## src/rtl/mp_addr_rx.sv

```systemverilog
module mp_addr_rx #(
  parameter int OSR = 16
) (
  input  logic       clk,
  input  logic       rst_n,
  input  logic       rxd,
  input  logic       tick,
  input  logic       cfg_7bit,
  input  logic       cfg_2stop,
  input  logic [7:0] own_addr,
  output logic [7:0] rx_byte,
  output logic       rx_valid,
  output logic       frame_err,
  output logic       addr_hit,
  output logic       selected
);
  localparam int CW   = (OSR > 2) ? $clog2(OSR) : 1;
  localparam int HALF = OSR / 2;

  typedef enum logic [1:0] {S_IDLE, S_START, S_BITS, S_STOP} st_t;

  st_t           st;
  logic [CW-1:0] cnt;
  logic [3:0]    nbit;
  logic [8:0]    sh;
  logic          w7, s2, stop_ok, second;

  wire       last_cnt = (cnt == CW'(OSR - 1));
  wire       mid_cnt  = (cnt == CW'(HALF - 1));
  wire [3:0] nframe   = w7 ? 4'd8 : 4'd9;
  wire [7:0] got      = w7 ? {1'b0, sh[7:1]} : sh[7:0];
  wire       flag     = sh[8];
  wire       ok       = stop_ok & rxd;
  wire       match    = (got == own_addr);

  always_ff @(posedge clk or negedge rst_n) begin
    if (!rst_n) begin
      st <= S_IDLE; cnt <= '0; nbit <= '0; sh <= '0;
      w7 <= 1'b0; s2 <= 1'b0; stop_ok <= 1'b1; second <= 1'b0;
      rx_byte <= '0; rx_valid <= 1'b0; frame_err <= 1'b0;
      addr_hit <= 1'b0; selected <= 1'b0;
    end else begin
      rx_valid <= 1'b0; frame_err <= 1'b0; addr_hit <= 1'b0;
      if (tick) begin
        case (st)
          S_IDLE: if (!rxd) begin
            st <= S_START; cnt <= '0; w7 <= cfg_7bit; s2 <= cfg_2stop;
          end
          S_START: if (mid_cnt) begin
            cnt <= '0; nbit <= '0;
            st <= rxd ? S_IDLE : S_BITS;
          end else cnt <= cnt + 1'b1;
          S_BITS: if (last_cnt) begin
            cnt <= '0;
            sh <= {rxd, sh[8:1]};
            nbit <= nbit + 1'b1;
            if (nbit == nframe - 4'd1) begin
              st <= S_STOP; stop_ok <= 1'b1; second <= 1'b0;
            end
          end else cnt <= cnt + 1'b1;
          S_STOP: if (last_cnt) begin
            cnt <= '0;
            if (s2 && !second) begin
              second <= 1'b1; stop_ok <= rxd;
            end else begin
              st <= S_IDLE;
              frame_err <= !ok;
              if (ok) begin
                if (flag) begin
                  selected <= match;
                  addr_hit <= match;
                end else if (selected) begin
                  rx_valid <= 1'b1;
                  rx_byte  <= got;
                end
              end
            end
          end else cnt <= cnt + 1'b1;
          default: st <= S_IDLE;
        endcase
      end
    end
  end

  a_r5_valid_needs_sel: assert property (@(posedge clk) disable iff (!rst_n)
    rx_valid |-> selected);
  a_r8_one_outcome: assert property (@(posedge clk) disable iff (!rst_n)
    $onehot0({rx_valid, frame_err, addr_hit}));
  a_r3_hit_selects: assert property (@(posedge clk) disable iff (!rst_n)
    addr_hit |-> selected);
  a_r8_err_keeps_sel: assert property (@(posedge clk) disable iff (!rst_n)
    frame_err |-> $stable(selected));
  a_r9_hold_without_tick: assert property (@(posedge clk) disable iff (!rst_n)
    !tick |=> ($stable(st) && $stable(cnt)));
  a_r6_top_bit_clear: assert property (@(posedge clk) disable iff (!rst_n)
    (rx_valid && w7) |-> !rx_byte[7]);
endmodule

```

## config.mk

```make
export PLATFORM = sky130hd
export DESIGN_NAME = mp_addr_rx
export DESIGN_NICKNAME = d
export VERILOG_FILES = /design/src/rtl/mp_addr_rx.sv
export SDC_FILE = /design/constraint.sdc
export NUM_CORES = 1
export LEC_CHECK = 0
export BUFFER_PORTS_ARGS = -buffer_cell sky130_fd_sc_hd__buf_2
export CAP_MARGIN = 30
export CORE_MARGIN = 10
export CORE_UTILIZATION = 41
export CTS_CLUSTER_DIAMETER = 200
export DETAILED_ROUTE_END_ITERATION = 10
export PLACE_DENSITY = 0.74
export SETUP_SLACK_MARGIN = 0.5
export SYNTH_ARGS = -nofsm -noshare
export SYNTH_HDL_FRONTEND = slang
export SYNTH_SLANG_ARGS = --single-unit
export TNS_END_PERCENT = 1
```

## constraint.sdc

```tcl
create_clock -name clk -period 2 [get_ports clk]
set_input_delay 0.1 -clock clk [delete_from_list [all_inputs] [get_ports clk]]
set_output_delay 0.1 -clock clk [all_outputs]
set_load 0.03 [all_outputs]
```

* Word level (Yosys, flattened, before mapping) *
Index checks and enable logic that the tools add are counted.

storage, ports and cells
  flip-flop bits (word level) = 35
  input port bits = 14
  output and inout port bits = 12
  logic and storage cells = 93

operators by class
  $add $sub $neg = 3
  equality and inequality tests = 14
  mux-type cells = 44
  bitwise gates (word level) = 4
  reductions and logical operators = 15

operator list
  operator                                             count
  2-to-1 mux 1 bit                                     26
  2-to-1 mux 4 bit                                     5
  2-to-1 mux 2 bit                                     7
  != test 2 bit, second input constant                 7
  AND reduction 7 bit                                  2
  case mux 4 bit (3 select lines)                      1
  AND reduction 6 bit                                  2
  adder 4 x 1 -> 4 bit, second input constant          2
  equality test 8 bit                                  1
  2-to-1 mux 8 bit                                     1
  case mux 2 bit (4 select lines)                      1
  case mux 4 bit (2 select lines)                      1
  AND reduction 3 bit                                  2
  equality test 2 bit, second input constant           2
  equality test 4 x 3 -> 1 bit, second input constant  1
  equality test 4 bit                                  1
  equality test 4 bit, second input constant           1
  case mux 1 bit (2 select lines)                      2
  AND reduction 4 bit                                  1
  nonzero test 2 bit                                   2
  subtractor 4 x 1 -> 4 bit, second input constant     1
  NOT 1 bit                                            3
  equality test 2 x 1 -> 1 bit, second input constant  1
  logical NOT 1 bit                                    2
  5 further kinds                                      5

* Depth between registers and ports, before layout *
  depth after elaboration = 8
  depth in mapped cells = 7

* Worst setup path before layout *
OpenSTA, ideal clock, no wires.

  path type = reg-to-reg
  start = register cnt[0]
  end = register rx_byte[0]
  library setup time = 0.125 ns
  data arrival time = 1.799 ns
  data required time = 1.875 ns
  slack = 0.076 ns
  cell stages (with the launch flop) = 8
  cell sequence = dfrtp_1 ha_1 nand4_4 nor3_2 nand3_1 nor3b_1 buf_4 mux2_2

between the ends
  word-level cells in the longest chain between the ends = 2

RTL lines
  item                                  line  source
  from (decl)                           23    logic [CW-1:0] cnt;
  from (signal assigned)                52    end else cnt <= cnt + 1'b1;
  from (signal assigned)                60    end else cnt <= cnt + 1'b1;
  from (signal assigned)                78    end else cnt <= cnt + 1'b1;
  equality test 4 bit                   28    wire last_cnt = (cnt == CW'(OSR - 1));
  AND reduction 7 bit (no source line)  n/a
  to (signal assigned)                  74    rx_byte <= got;
  to (decl)                             11    output logic [7:0] rx_byte,

No other way between the ends.
A chain may end at the register's enable or synchronous reset.

* Worst setup path after layout *
  start = register sh[2]
  end = register selected

between the ends
  word-level cells in the longest chain between the ends = 2

RTL lines
  item                    line  source
  from (decl)             25    logic [8:0] sh;
  from (signal assigned)  55    sh <= {rxd, sh[8:1]};
  2-to-1 mux 8 bit        31    wire [7:0] got = w7 ? {1'b0, sh[7:1]} : sh[7:0];
  equality test 8 bit     34    wire match = (got == own_addr);
  to (signal assigned)    70    selected <= match;
  to (decl)               15    output logic selected

No other way between the ends.

==> results <==
- The flow ran to the end, and the final reports show no timing, DRC or antenna violations.
- The CTS sink count is 35.
- The min-delay analysis places its worst path in the category input port to register.
- The first global-routing pass estimated ~6.3 mm of wire.
- The clock-pin transition on the worst setup and hold timing paths is around 70 ps.
- Of all nets on the critical path, the largest fanout is 5.
- The repair_antennas step left the layout with diodes totalling 0.
- The final number of hold-violating endpoints is 0.
- Traced cell by cell, the critical path runs through xor2_1, or4_1, a2111oi_2, a21o_1.
- TritonCTS built the clock tree.
- The final sum of negative setup slack is 0 ps.
- The highest achievable clock rate is 577 MHz.
- Of all cell types, the one taking the most synthesized area is sky130_fd_sc_hd__dfrtp_1.
- The number of instances on the worst hold path is 2.
- Headroom to the max-slew limit came out at between 40 and 50%.
- The count of flip-flops with a built-in enable after synthesis is 0.
- From synthesis to final layout, the design area changed by 25.0%.
- After layout, the design draws a total of 2.38 mW.
- The per-instance average area after synthesis is 11.2 sq um.
- The final setup violation count is 0.
- The maximum VDD drop is 0.612 mV.
- The critical path start-end classification is register to register.
- Buffers inserted during clock tree synthesis total 5.
- The library cell used most frequently in the layout, excluding fill and tap cells, is sky130_fd_sc_hd__dfrtp_1.
- The largest net degree at the start of global routing is 36.
- The fraction of final layout cells sized beyond drive strength 1 is 40.0%.
- The DRC violation count after routing is 0.
- At the pin with the least slew margin, the transition time is roughly 770 ps.
- STA classifies the critical path startpoint as a register.
- The number of cells on the worst reg-to-reg path is 4.
- The later pin in the worst-skew pair is clocked with a latency of between 200 and 300 ps.
- The share of flip-flops with an asynchronous set or reset after synthesis is between 90% and 100%.
- Among all stages on the critical path, the largest delay is contributed by sky130_fd_sc_hd__or4_1.
- Summing every instance area after synthesis gives 1850 sq um.
- The startpoint of the lowest-slack register-to-register path is sh[2]$_DFFE_PN0P_.
- The via count of the first global-routing pass is approximately 1,300.
- The first-pass detailed-route iteration total is 5.
- The number of warnings reported in the yosys synthesis log is 0.
- The data required time of the critical path is 2230 ps.
- The type of destination of the critical path is a register.
- For this run, the total global-route usage over all layers was measured as about a tenth.
- The initial antenna violation count is 0.
- In the layout the commonest cells are sky130_fd_sc_hd__dfrtp_1, sky130_fd_sc_hd__buf_2, sky130_fd_sc_hd__mux2_2.
- Counting both buffers and inverters, the worst setup path holds a total of 0.
- Dividing total power by cell area gives a power density of a little over 1000 nW/um^2.
- In this run the clock root is driven by a sky130_fd_sc_hd__clkbuf_8.
- The die height is slightly below 90 um.
- After layout, the worst path uses 86.6% of the clock period.
- In the post-route analysis, the smallest setup slack over all paths is between 200 and 300 ps.
- The post-place setup slack is around 120 ps.
- The critical path data arrival time is just under 2000 ps.
- In this run the critical register-to-register path is captured at selected$_DFFE_PN0P_.
- The global route total overflow is 0.
- The first routing iteration left slightly below 90 violations.
- In this run the number of H-tree levels came out at 2.
- The worst min-delay path startpoint is cfg_2stop.
- The leakage power total is about 1.1 nW.
- The routability congestion estimate from global placement is roughly 0.83.
- The detailed router placed around 1,400 vias in this run.
- The routed length per instance is approximately 15 um.
- After synthesis, the cell types taking the most area are sky130_fd_sc_hd__dfrtp_1, sky130_fd_sc_hd__mux2_2, sky130_fd_sc_hd__mux2i_1.
- The number of nets produced by synthesis is 181.
- The total number of nets in the final design is between 200 and 250.
- The most used flip-flop cell after synthesis is sky130_fd_sc_hd__dfrtp_1.
- The number of violations of the max-capacitance limit is 0.
- The worst hold path terminates at s2$_DFFE_PN0P_.
- The number of placed I/O pins is 26.
- The area inside the core boundary is approximately 4400 sq um.
- Setup slack on the worst reg-to-reg path comes out at roughly 270 ps.
- The floorplan step defined a die boundary enclosing between 7000 and 8000 sq um.
- The number of vias per cell is 5.32.
- The synthesized instance count is roughly 170.
- Sequential elements use 47.5% of the synthesized area.
- Setup repair after global routing could not meet its margin everywhere.
- The largest delay contributor family on the critical path is compound AO/OA/AOI/OAI gates.
- On the worst path, the slowest cell contributes a delay of 520 ps.
- Summed over all layers, the routed wires come to about 3.8 mm.
- Once layout is complete, the cells apart from fillers number between 200 and 300.
- The number of input and output port buffers inserted is 25.
- In this run the remaining antenna-violating nets after routing total 0.
- The max-slew violation count is 0.
- The total half-perimeter wirelength after legalization and detailed placement is approximately 2.7 mm.
- The deepest clock path buffer count is 2.
- The initial core utilization is 42.4%.
- The count of different cell masters after synthesis is 36.
- The die is about 87 um wide.
- The share of synthesized area in the top cell type comes to 46.1%.
- The floorplan row count is 24.
- The number of cells in the design after placement is 240.
- The clock arrives with ~8.7 ps of skew.
- In this run, synthesis produced a sequential element count of 35.
- The worst path needs between 1500 and 2000 ps of the cycle, external delays included.
## cell usage after synthesis (4+ instances only)
master,instances
sky130_fd_sc_hd__xnor2_1,4
sky130_fd_sc_hd__mux2_2,22
sky130_fd_sc_hd__xor2_1,7
sky130_fd_sc_hd__dfrtp_1,34
sky130_fd_sc_hd__inv_1,9
sky130_fd_sc_hd__mux2i_1,10
sky130_fd_sc_hd__buf_2,5
sky130_fd_sc_hd__nor2_1,9
sky130_fd_sc_hd__nand3_1,5
sky130_fd_sc_hd__o21ai_0,7
sky130_fd_sc_hd__nand2_1,14
## worst reg2reg max path, cell delays in order, from the launching register on
cell and delay, ps:
sky130_fd_sc_hd__dfrtp_1 430, sky130_fd_sc_hd__xor2_1 190, sky130_fd_sc_hd__or4_1 520, sky130_fd_sc_hd__a2111oi_2 420, sky130_fd_sc_hd__a21o_1 120
## timing repair
action / 4_1_cts / 5_1_grt
hold buffers: 1 / 0
pin swaps: 4 / 4
resized for setup: 3 / 3
setup endpoints to repair: 27 / 34
hold endpoints to repair: 34 / 0
buffers inserted: 5 / 3
## worst max-delay path by stage
stage,startpoint,to,slack (ps),cells after the start
6_report,sh[2]$_DFFE_PN0P_,selected$_DFFE_PN0P_,270,4
2_1_floorplan,cnt[1]$_DFFE_PN0P_,rx_byte[0]$_DFFE_PN0P_,250,7
3_3_place_gp,cnt[1]$_DFFE_PN0P_,rx_byte[5]$_DFFE_PN0P_,160,7
4_1_cts,cnt[0]$_DFFE_PN0P_,rx_byte[0]$_DFFE_PN0P_,180,7
3_5_place_dp,cnt[1]$_DFFE_PN0P_,rx_byte[0]$_DFFE_PN0P_,120,7
5_1_grt,cnt[0]$_DFFE_PN0P_,rx_byte[0]$_DFFE_PN0P_,150,7
## layout make-up
class	count	area (sq um)
flip-flops and latches	35	880
fillers	375	2050
repair buffers	41	251
multi-input cells	112	945
clock inverters	2	60.1
clock buffers	6	72.6
well taps	52	65.1
inverters	9	33.8
## cell families (layout without fill, tap and decap cells)
logic type	after synthesis	after routing	share of synthesized area, %
and+or+nand+nor	46	46	13.4
DFF	35	35	47.5
buffers and inverters	18	58	4.41
xor gates and xnor gates	11	11	5.22
AOI/OAI and AO/OA	21	21	9.29
adders and majority gates	2	2	1.36
muxes	32	32	18.8
## metrics by stage
stage | util (%) | hold WS, ps | cell area [sq um]
after floorplan | - | -196 | 1890
after global placement | 47.9 | 223 | 2090
after detailed placement | 47.9 | 222 | 2090
after CTS | 52.3 | 42.3 | 2280
after global routing | 53.0 | 56.3 | 2310
final | 53.0 | 48.7 | 2310
## power by group
part	leakage [nW]	switching [mW]	internal, mW
combinational	0.579	0.350	0.358
sequential	0.444	0.113	0.809
clock	0.0654	0.253	0.498
## per-layer routing
| layer | GRT usage [%] | wire length [um] | vias up | share of wire (%) |
|---|---|---|---|---|
| li1 | - | - | 663 | - |
| met1 | 13.0 | 1680 | 676 | 44 |
| met2 | 16.0 | 1880 | 26 | 50 |
| met3 | 3.18 | 180 | 2 | 4.8 |
| met4 | 5.22 | 42 | 0 | 1.1 |
| met5 | 0 | 0 | - | 0 |
## registers in the layout, summed over array words and instances (netlist names), named ones only
name       count
addr_hit       1
cnt            4
frame_err      1
nbit           4
rx_byte        8
rx_valid       1
s2             1
second         1
selected       1
sh             9
st             1
stop_ok        1
w7             1
(Power assumes the default switching activity.)
